--- src/rtl/mst_tbl_pkg.sv ---
package mst_tbl_pkg;

    localparam int WORD_W        = 32;
    localparam int TBL_WORDS     = 8;
    localparam int NUM_STREAMS   = 4;
    localparam int ID_W          = 4;
    localparam int MAX_ID        = 4;
    localparam int ADDR_W        = 5;

    localparam int IDX_W         = $clog2(TBL_WORDS);
    localparam int TBL_BITS      = TBL_WORDS * WORD_W;
    localparam int IDS_BITS      = NUM_STREAMS * ID_W;

    localparam int ADDR_CTRL     = 0;
    localparam int ADDR_STAT     = 1;
    localparam int ADDR_SHD_BASE = 2;
    localparam int ADDR_ACT_BASE = 16;

    localparam int BIT_EN        = 0;
    localparam int ID_LSB        = 4;
    localparam int BIT_REQ       = 30;
    localparam int BIT_FORCE     = 31;
    localparam int BIT_ACK       = 30;

    typedef logic [ID_W-1:0]   sid_t;
    typedef logic [WORD_W-1:0] word_t;
    typedef word_t [TBL_WORDS-1:0] tbl_t;

    typedef struct packed {
        logic                       req;
        sid_t [NUM_STREAMS-1:0]     ids;
        logic                       en;
    } ctrl_t;

    typedef enum logic [1:0] {
        PR_IDLE = 2'd0,
        PR_WAIT = 2'd1,
        PR_DONE = 2'd2
    } pr_state_t;

    function automatic sid_t clamp_id(input sid_t v);
        return (int'(v) > MAX_ID) ? '0 : v;
    endfunction

    function automatic word_t pack_ctrl(input ctrl_t c);
        word_t w;
        w = '0;
        w[BIT_EN]  = c.en;
        w[BIT_REQ] = c.req;
        for (int s = 0; s < NUM_STREAMS; s++) begin
            w[ID_LSB + s*ID_W +: ID_W] = c.ids[s];
        end
        return w;
    endfunction

endpackage

--- src/rtl/mst_ctrl_reg.sv ---
module mst_ctrl_reg
    import mst_tbl_pkg::*;
(
    input  logic   clk,
    input  logic   rst,
    input  logic   wr_ctrl,
    input  word_t  wdata,
    output ctrl_t  ctrl_q,
    output logic   req_next,
    output logic   force_now
);

    ctrl_t ctrl_d;
    logic  unused_ctrl_bits;

    assign unused_ctrl_bits = ^{wdata[BIT_REQ-1:ID_LSB + IDS_BITS], wdata[ID_LSB-1:BIT_EN+1]};

    always_comb begin
        ctrl_d = ctrl_q;
        if (wr_ctrl) begin
            ctrl_d.en  = wdata[BIT_EN];
            ctrl_d.req = wdata[BIT_REQ];
            for (int s = 0; s < NUM_STREAMS; s++) begin
                ctrl_d.ids[s] = clamp_id(wdata[ID_LSB + s*ID_W +: ID_W]);
            end
        end
    end

    assign req_next  = ctrl_d.req;
    assign force_now = wr_ctrl & wdata[BIT_FORCE];

    always_ff @(posedge clk) begin
        if (rst) begin
            ctrl_q <= '0;
        end else begin
            ctrl_q <= ctrl_d;
        end
    end

endmodule

--- src/rtl/mst_promote_ctl.sv ---
module mst_promote_ctl
    import mst_tbl_pkg::*;
(
    input  logic clk,
    input  logic rst,
    input  logic req_next,
    input  logic act_pulse,
    output logic promote,
    output logic ack
);

    pr_state_t state_q, state_d;

    // A request-driven copy happens only in the armed state.
    assign promote = (state_q == PR_WAIT) && act_pulse;
    assign ack     = (state_q == PR_DONE);

    always_comb begin
        state_d = state_q;
        if (!req_next) begin
            state_d = PR_IDLE;
        end else begin
            unique case (state_q)
                PR_IDLE: state_d = PR_WAIT;
                PR_WAIT: if (act_pulse) state_d = PR_DONE;
                PR_DONE: state_d = PR_DONE;
                default: state_d = PR_IDLE;
            endcase
        end
    end

    always_ff @(posedge clk) begin
        if (rst) begin
            state_q <= PR_IDLE;
        end else begin
            state_q <= state_d;
        end
    end

endmodule

--- src/rtl/mst_tbl_bank.sv ---
module mst_tbl_bank
    import mst_tbl_pkg::*;
(
    input  logic             clk,
    input  logic             rst,
    input  logic             shd_we,
    input  logic [IDX_W-1:0] shd_idx,
    input  word_t            wdata,
    input  logic             promote,
    output tbl_t             shd_tbl,
    output tbl_t             act_tbl
);

    word_t shd_r [TBL_WORDS];
    word_t act_r [TBL_WORDS];

    for (genvar i = 0; i < TBL_WORDS; i++) begin : g_word
        always_ff @(posedge clk) begin
            if (rst) begin
                shd_r[i] <= '0;
            end else if (shd_we && (shd_idx == IDX_W'(i))) begin
                shd_r[i] <= wdata;
            end
        end

        always_ff @(posedge clk) begin
            if (rst) begin
                act_r[i] <= '0;
            end else if (promote) begin
                act_r[i] <= shd_r[i];
            end
        end
    end

    always_comb begin
        for (int i = 0; i < TBL_WORDS; i++) begin
            shd_tbl[i] = shd_r[i];
            act_tbl[i] = act_r[i];
        end
    end

endmodule

--- src/rtl/mst_tbl_ctrl.sv ---
module mst_tbl_ctrl
    import mst_tbl_pkg::*;
(
    input  logic                 clk,
    input  logic                 rst,
    input  logic                 reg_wr,
    input  logic [ADDR_W-1:0]    reg_addr,
    input  logic [WORD_W-1:0]    reg_wdata,
    output logic [WORD_W-1:0]    reg_rdata,
    input  logic                 act_pulse,
    output logic                 mst_en,
    output logic [IDS_BITS-1:0]  stream_ids,
    output logic [TBL_BITS-1:0]  act_tbl
);

    ctrl_t            ctrl_q;
    logic             req_next;
    logic             force_now;
    logic             req_q;
    logic             ack_q;
    logic             promote_req;
    logic             promote;
    logic             shd_sel;
    logic             act_sel;
    logic [IDX_W-1:0] shd_idx;
    logic [IDX_W-1:0] act_idx;
    tbl_t             shd_tbl;
    tbl_t             act_words;
    logic [TBL_BITS-1:0] shd_flat;

    assign shd_sel = (int'(reg_addr) >= ADDR_SHD_BASE) &&
                     (int'(reg_addr) <  ADDR_SHD_BASE + TBL_WORDS);
    assign act_sel = (int'(reg_addr) >= ADDR_ACT_BASE) &&
                     (int'(reg_addr) <  ADDR_ACT_BASE + TBL_WORDS);
    assign shd_idx = IDX_W'(int'(reg_addr) - ADDR_SHD_BASE);
    assign act_idx = IDX_W'(int'(reg_addr) - ADDR_ACT_BASE);

    mst_ctrl_reg u_ctrl (
        .clk       (clk),
        .rst       (rst),
        .wr_ctrl   (reg_wr && (int'(reg_addr) == ADDR_CTRL)),
        .wdata     (reg_wdata),
        .ctrl_q    (ctrl_q),
        .req_next  (req_next),
        .force_now (force_now)
    );

    mst_promote_ctl u_prom (
        .clk       (clk),
        .rst       (rst),
        .req_next  (req_next),
        .act_pulse (act_pulse),
        .promote   (promote_req),
        .ack       (ack_q)
    );

    assign promote = force_now | promote_req;

    mst_tbl_bank u_bank (
        .clk     (clk),
        .rst     (rst),
        .shd_we  (reg_wr && shd_sel),
        .shd_idx (shd_idx),
        .wdata   (reg_wdata),
        .promote (promote),
        .shd_tbl (shd_tbl),
        .act_tbl (act_words)
    );

    assign req_q      = ctrl_q.req;
    assign mst_en     = ctrl_q.en;
    assign stream_ids = ctrl_q.ids;
    assign act_tbl    = act_words;
    assign shd_flat   = shd_tbl;

    always_comb begin
        reg_rdata = '0;
        if (int'(reg_addr) == ADDR_CTRL) begin
            reg_rdata = pack_ctrl(ctrl_q);
        end else if (int'(reg_addr) == ADDR_STAT) begin
            reg_rdata[BIT_ACK] = ack_q;
        end else if (shd_sel) begin
            reg_rdata = shd_tbl[shd_idx];
        end else if (act_sel) begin
            reg_rdata = act_words[act_idx];
        end
    end

endmodule

--- config.mk ---
export PLATFORM = sky130hd
export DESIGN_NAME = mst_tbl_ctrl
export DESIGN_NICKNAME = d
export VERILOG_FILES = /design/src/rtl/mst_tbl_pkg.sv /design/src/rtl/mst_ctrl_reg.sv /design/src/rtl/mst_promote_ctl.sv /design/src/rtl/mst_tbl_bank.sv /design/src/rtl/mst_tbl_ctrl.sv
export SDC_FILE = /design/constraint.sdc
export NUM_CORES = 1
export LEC_CHECK = 0
export CAP_MARGIN = 20
export CORE_MARGIN = 1.5
export CORE_UTILIZATION = 61
export CTS_BUF_LIST = sky130_fd_sc_hd__clkbuf_8
export DETAILED_ROUTE_END_ITERATION = 8
export DONT_BUFFER_PORTS = 1
export PLACE_DENSITY = 0.77
export RECOVER_POWER = 50
export SETUP_SLACK_MARGIN = 0.02
export SLEW_MARGIN = 20
export SYNTH_ARGS = -nofsm -noshare
export SYNTH_HDL_FRONTEND = slang
export SYNTH_SLANG_ARGS = --single-unit
--- constraint.sdc ---
create_clock -name clk -period 11.4 [get_ports clk]
set_input_delay 0.57 -clock clk [delete_from_list [all_inputs] [get_ports clk]]
set_output_delay 0.57 -clock clk [all_outputs]
set_load 0.01 [all_outputs]
==> impl_metrics.env, run 1 <==
export IMPL_syn_area_per_cell_sq_um=14.70
export IMPL_syn_num_nets=1714
export IMPL_yosys_cell_types_count=54
export IMPL_slew_viol_final=337
export IMPL_clock_root_buffer="clkbuf_8"
export IMPL_dp_hpwl_um=40730
export IMPL_routed_via_density=6.419
export IMPL_sequentialPowerShare_pct=57.6
export IMPL_synth_top_area_cell="edfxtp_1"
export IMPL_synthXorXnorAreaFrac_pct=0
export IMPL_synthCells=1668
export IMPL_peakVddDrop_uv=82.26
export IMPL_cts_num_sinks=532
export IMPL_cp_top_family="buffers and inverters"
export IMPL_powerDensity_nw_per_um2=153.4
export IMPL_crit_path_end_kind="register"
export IMPL_grt_util_all_layers_pct=32.14
export IMPL_yosys_area_share_adder_pct=0.2551
export IMPL_gp_congestion=0.8309
export IMPL_grt_start_max_net_pins=201
export IMPL_ant_nets=0
export IMPL_worst_hold_path_type="input pin to register"
export IMPL_fmax_ghz=0.1488
export IMPL_pre_cts_slack_ns=7.124
export IMPL_layout_cells_non_filler=2246
export IMPL_rsz0062_at_grt="false"
export IMPL_vias=14420
export IMPL_fin_worst_skew_ns=0.01624
export IMPL_slew_headroom_pct=-124.8
export IMPL_io_buffers=0
export IMPL_die_height_um=203.5
export IMPL_required_ns=11.89
export IMPL_placed_cells=2089
export IMPL_clkPwrFrac_pct=36.2
export IMPL_drcViolationCount=0
export IMPL_violations="capacitance limit, slew limit"
export IMPL_synthFlopType="edfxtp_1"
export IMPL_synthTopCellsByArea="edfxtp_1 (63%), and2_1 (13%), mux4_2 (8.0%)"
export IMPL_r2r_slack_ns=6.56
export IMPL_p_sw_share_pct=23.78
export IMPL_rows=73
export IMPL_max_cap_violations=13
export IMPL_path_cells="inv_1 -> clkbuf_1 -> ha_4 -> nand2b_1 -> nor4_1 -> clkbuf_1 -> and2_1"
export IMPL_grt_pass1_wl_um=96100
export IMPL_cts_tree="done"
export IMPL_final_common_cell="edfxtp_1"
export IMPL_synth_edf_count=512
export IMPL_numCtsBuffers=84
export IMPL_die_area_sq_um=41420
export IMPL_critPathMaxStageDelay_ns=2.07
export IMPL_fin_setup_tns_ns=0
export IMPL_htree_levels=3
export IMPL_setup_ws_ns=4.678
export IMPL_area_delta_synth_final_pct=6.892
export IMPL_ys_warn_count=0
export IMPL_ys_seq_area_share_pct=64.32
export IMPL_synth_mux_area_fraction_pct=12.79
export IMPL_core_region_area_sq_um=39730
export IMPL_cts_path_max_buffers=3
export IMPL_antenna_found_initial=1
export IMPL_critPathKind="input pin to register"
export IMPL_leakagePower_nw=9.390
export IMPL_slowest_stage="clkbuf_1"
export IMPL_synth_seq_cells=532
export IMPL_overflow=0
export IMPL_switchingPower_mw=0.9566
export IMPL_clk_pin_slew_ns=0.06
export IMPL_wl_per_cell_um=29.40
export IMPL_final_util_pct=65.99
export IMPL_post_cts_resized=0
export IMPL_drt_pass1_iterations=5
export IMPL_cp_start_kind="input pin"
export IMPL_grt_pass1_vias=14510
export IMPL_max_slew_worst_pin_slew_ns=3.341
export IMPL_synth_top_family_by_area="simple AND/OR/NAND/NOR gates"
export IMPL_wl_um=66030
export IMPL_internal_power_mw=3.066
export IMPL_syn_cell_area_sq_um=24530
export IMPL_synth_top_area_share_pct=62.68
export IMPL_outcome="complete, but fails checks"
export IMPL_combPwrFrac_pct=6.3
export IMPL_setup_violations_final=0
export IMPL_finalCritPeriodShare_pct=58.96
export IMPL_min_period_ns=6.722
export IMPL_start_util_pct=61.73
export IMPL_async_reset_ff_share_pct=0
export IMPL_layout_common_cells="edfxtp_1 (512), and2_1 (360), and2_0 (156)"
export IMPL_drive_gt1_share_pct=14.07
export IMPL_hold_viol=0
export IMPL_crit_buf_inv=3
export IMPL_crit_top_cell="clkbuf_1"
export IMPL_insertion_delay_ns=0.63
export IMPL_io_pins=346
export IMPL_cp_arrival_ns=7.21
export IMPL_cp_max_fo=64
export IMPL_synth_compound_area_share_pct=3.877
export IMPL_drt_initial_drc_count=1623
export IMPL_layout_nets=1700
export IMPL_die_x_um=203.5
export IMPL_synth_simple_gate_area_share_pct=15.98
[power by group through the flow]
stage / Clock (mW) / Sequential (mW) / Combinational (mW)
after floorplan: 0 / 2.33 / 0.206
after global placement: 0 / 2.35 / 0.245
after detailed placement: 0 / 2.35 / 0.250
after CTS: 1.47 / 2.32 / 0.252
after global routing: 1.55 / 2.32 / 0.264
final: 1.45 / 2.32 / 0.252
[timing repair]
item | in CTS | in global routing
hold endpoints to repair | 13 | 2
buffers inserted | 0 | 0
hold buffers | 1 | 1
[worst reg2reg max path, stage by stage, from the launching register on]
cell      delay [ns]
dfxtp_1         0.33
inv_1           0.08
ha_1            0.16
a22oi_1         0.13
nor2_1          1.17
clkbuf_1        2.41
and2_1          0.41
[routing by layer]
| layer | vias to the layer above | wire (um) | track usage (%) |
|---|---|---|---|
| met2 | 880 | 31710 | 51.28 |
| met3 | 139 | 7719 | 10.79 |
| li1 | 6102 | - | - |
| met5 | - | 0 | 0 |
| met1 | 7296 | 24630 | 41.65 |
| met4 | 0 | 1963 | 10.85 |
[worst paths after layout]
path,startpoint,endpoint,cells after the start
worst min-delay path,rst,u_ctrl.ctrl_q[3],1
worst min register to register,u_ctrl.ctrl_q[4],u_ctrl.ctrl_q[4],1
worst max-delay path,reg_addr[2],u_bank.shd_r[1][121],7
worst max register to register,u_prom.state_q[1],u_bank.act_r[1][0],6
[kinds of logic after synthesis]
| group | count (synthesis) |
|---|---|
| and+or+nand+nor | 647 |
| DFF | 532 |
| muxes | 201 |
| AOI/OAI and AO/OA | 144 |
| buffers and inverters | 139 |
| adders and majority gates | 5 |
[cell usage after synthesis, types with 7 or more instances]
| master | count |
|---|---|
| nor2_1 | 13 |
| nand2_1 | 57 |
| buf_2 | 34 |
| mux2_2 | 29 |
| mux2i_1 | 85 |
| nand2b_1 | 9 |
| nand3_1 | 19 |
| o22ai_1 | 15 |
| dfxtp_1 | 20 |
| clkbuf_1 | 60 |
| a22oi_1 | 8 |
| clkbuf_2 | 7 |
| mux4_2 | 87 |
| edfxtp_1 | 512 |
| a21oi_1 | 44 |
| a31o_2 | 8 |
| and2_1 | 515 |
| o21ai_0 | 23 |
| nor4_2 | 7 |
| buf_4 | 27 |
| nor3_1 | 7 |
[sequential cells by signal (all words and copies together) (netlist names)]
| register | flops |
|---|---|
| u_bank.act_r | 256 |
| u_prom.state_q | 2 |
| u_ctrl.ctrl_q | 18 |
| u_bank.shd_r | 256 |
[layout make-up]
class | instances | area, sq um
Antenna cell | 1 | 2.502
Clock buffer | 90 | 1239
Clock inverter | 62 | 244.0
Fill cell | 2791 | 13510
Inverter | 7 | 26.28
Multi-Input combinational cell | 997 | 8041
Sequential cell | 532 | 15780
Tap cell | 525 | 656.9
Timing Repair Buffer | 32 | 232.7
[per-stage QoR]
stage               power, mW  instance area, sq um  hold slack (ns)
floorplan               2.538                 24530           0.4453
global placement        2.597                 24860           0.5243
detailed placement      2.604                 24880           0.5234
CTS                     4.034                 26380         0.003534
global route            4.140                 26220         0.007978
finish                  4.023                 26220          0.02912
Note: power is estimated with default switching activity, not from simulation.
==> inputs of run 2 (changes only) <==
Clock period 11.4 ns to 6.2 ns, I/O delays scaled along.
==> run 2 against run 1 <==
  * The flow still finishes with violations (capacitance limit, slew limit)
  * Routed wire length grew 2.7%
  * Via count increased by 2.6%
  * First-iteration DRC count up 4.8%
  * Largest power group unchanged
==> impl_metrics.env, run 2 (same netlist as run 1, synthesis figures left out) <==
export IMPL_ant_nets=0
export IMPL_layout_cells_non_filler=2295
export IMPL_cts_tree="done"
export IMPL_critPathMaxStageDelay_ns=1.36
export IMPL_finalCritPeriodShare_pct=74.92
export IMPL_layout_common_cells="edfxtp_1 (512), and2_1 (431), clkbuf_8 (90)"
export IMPL_cp_arrival_ns=5.14
export IMPL_area_delta_synth_final_pct=10.19
export IMPL_max_cap_violations=7
export IMPL_dp_hpwl_um=41550
export IMPL_final_common_cell="edfxtp_1"
export IMPL_wl_um=67800
export IMPL_leakagePower_nw=9.769
export IMPL_numCtsBuffers=84
export IMPL_outcome="complete, but fails checks"
export IMPL_fin_worst_skew_ns=0.01854
export IMPL_htree_levels=3
export IMPL_grt_start_max_net_pins=176
export IMPL_drt_pass1_iterations=6
export IMPL_slew_headroom_pct=-70.40
export IMPL_die_area_sq_um=41420
export IMPL_cp_start_kind="input pin"
export IMPL_crit_buf_inv=2
export IMPL_clk_pin_slew_ns=0.06
export IMPL_path_cells="nor2_1 -> and3_1 -> a22oi_1 -> nor2_1 -> clkbuf_1 -> buf_4 -> and2_1"
export IMPL_rows=73
export IMPL_die_x_um=203.5
export IMPL_crit_path_end_kind="register"
export IMPL_core_region_area_sq_um=39730
export IMPL_grt_pass1_wl_um=97810
export IMPL_slowest_stage="nor2_1"
export IMPL_clock_root_buffer="clkbuf_8"
export IMPL_top_regs="u_bank.act_r x256, u_bank.shd_r x256, u_ctrl.ctrl_q x18"
export IMPL_violations="capacitance limit, slew limit"
export IMPL_overflow=0
export IMPL_crit_top_cell="nor2_1"
export IMPL_powerDensity_nw_per_um2=289.7
export IMPL_rsz0062_at_grt="false"
export IMPL_die_height_um=203.5
export IMPL_routed_via_density=6.443
export IMPL_drt_initial_drc_count=1701
export IMPL_cp_top_family="simple AND/OR/NAND/NOR gates"
export IMPL_insertion_delay_ns=0.65
export IMPL_drive_gt1_share_pct=15.95
export IMPL_layout_nets=1747
export IMPL_hold_ws_ns=0.02308
export IMPL_design_area_sq_um=27030
export IMPL_fin_setup_tns_ns=0
export IMPL_min_period_ns=4.645
export IMPL_grt_util_all_layers_pct=32.82
export IMPL_worst_hold_path_type="input pin to register"
export IMPL_nFillCells=2730
export IMPL_placed_cells=2093
export IMPL_peakVddDrop_uv=183.1
export IMPL_vias=14790
export IMPL_io_buffers=0
export IMPL_cp_max_fo=153
export IMPL_wl_per_cell_um=29.54
export IMPL_cts_path_max_buffers=3
export IMPL_drcViolationCount=0
export IMPL_max_slew_worst_pin_slew_ns=2.545
export IMPL_io_pins=346
export IMPL_critPathKind="input pin to register"
export IMPL_dpl_instance_area_sq_um=24940
export IMPL_cts_num_sinks=532
export IMPL_setup_violations_final=0
export IMPL_antenna_found_initial=4
export IMPL_finalPower_mw=7.829
export IMPL_grt_pass1_vias=14780
export IMPL_hold_viol=0
export IMPL_required_ns=6.70
export IMPL_start_util_pct=61.73
export IMPL_fmax_ghz=0.2153
export IMPL_gp_congestion=0.8348
export IMPL_slew_viol_final=240
[run 2: changes by cell type in the layout (fill, tap and decap cells not counted), moves of 9 or more]
cell           change
and2_0            -71
and2_1            +71
dlygate4sd3_1     +44
inv_1             -16
clkinv_2           +9
[run 2: path summary, 6_finish.rpt]
kind | from | to | slack (ns) | depth (start not counted)
max | reg_addr[0] | u_bank.act_r[0][10] | 1.55 | 7
min | reg_wdata[31] | u_bank.act_r[1][62] | 0.02 | 2
max reg2reg | u_prom.state_q[1] | u_bank.act_r[0][10] | 1.90 | 7
min reg2reg | u_ctrl.ctrl_q[4] | u_ctrl.ctrl_q[4] | 0.54 | 1
[run 2: per-stage QoR]
stage	utilization, %	setup WS (ns)
4_1_cts	68.20	2.687
2_1_floorplan	-	1.333
3_3_place_gp	62.63	2.398
3_5_place_dp	62.77	2.241
6_report	68.02	1.555
5_1_grt	68.02	1.279
[run 2: repair_timing]
item | CTS | global route
hold buffers | 46 | 0
hold endpoints to repair | 273 | 0
buffers inserted | 0 | 0
resized for setup | 0 | 0
[run 2: routing by layer]
layer	track usage (%)	wire length [um]	up-vias
met1	43.76	25460	7493
met2	51.04	31820	952
met4	11.59	2210	0
met3	10.69	8312	134
met5	0	0	-
li1	-	-	6208
[run 2: power breakdown]
group	leakage (nW)	internal, mW	switching (mW)	total (mW)
clock network	0.958	1.64	1.42	3.06
registers	5.26	4.11	0.150	4.26
logic	3.56	0.213	0.296	0.509
[run 2: final cells by class]
type	count	area, sq um	share of cell area, %
diodes	2	5.005	0.01852
clock buffers	90	1239	4.583
clock inverters	63	457.9	1.694
inverters	7	26.28	0.09722
multi-input cells	997	8123	30.06
flip-flops and latches	532	15780	58.37
well taps	525	656.9	2.431
repair buffers	79	743.2	2.750
[run 2: worst register-to-register path, cell delays in order, from the launching register on]
cell,delay (ns)
dfxtp_1,0.32
inv_1,0.08
ha_1,0.16
a22oi_1,0.12
nor2_1,1.36
clkbuf_1,1.21
buf_4,0.63
and2_1,0.26
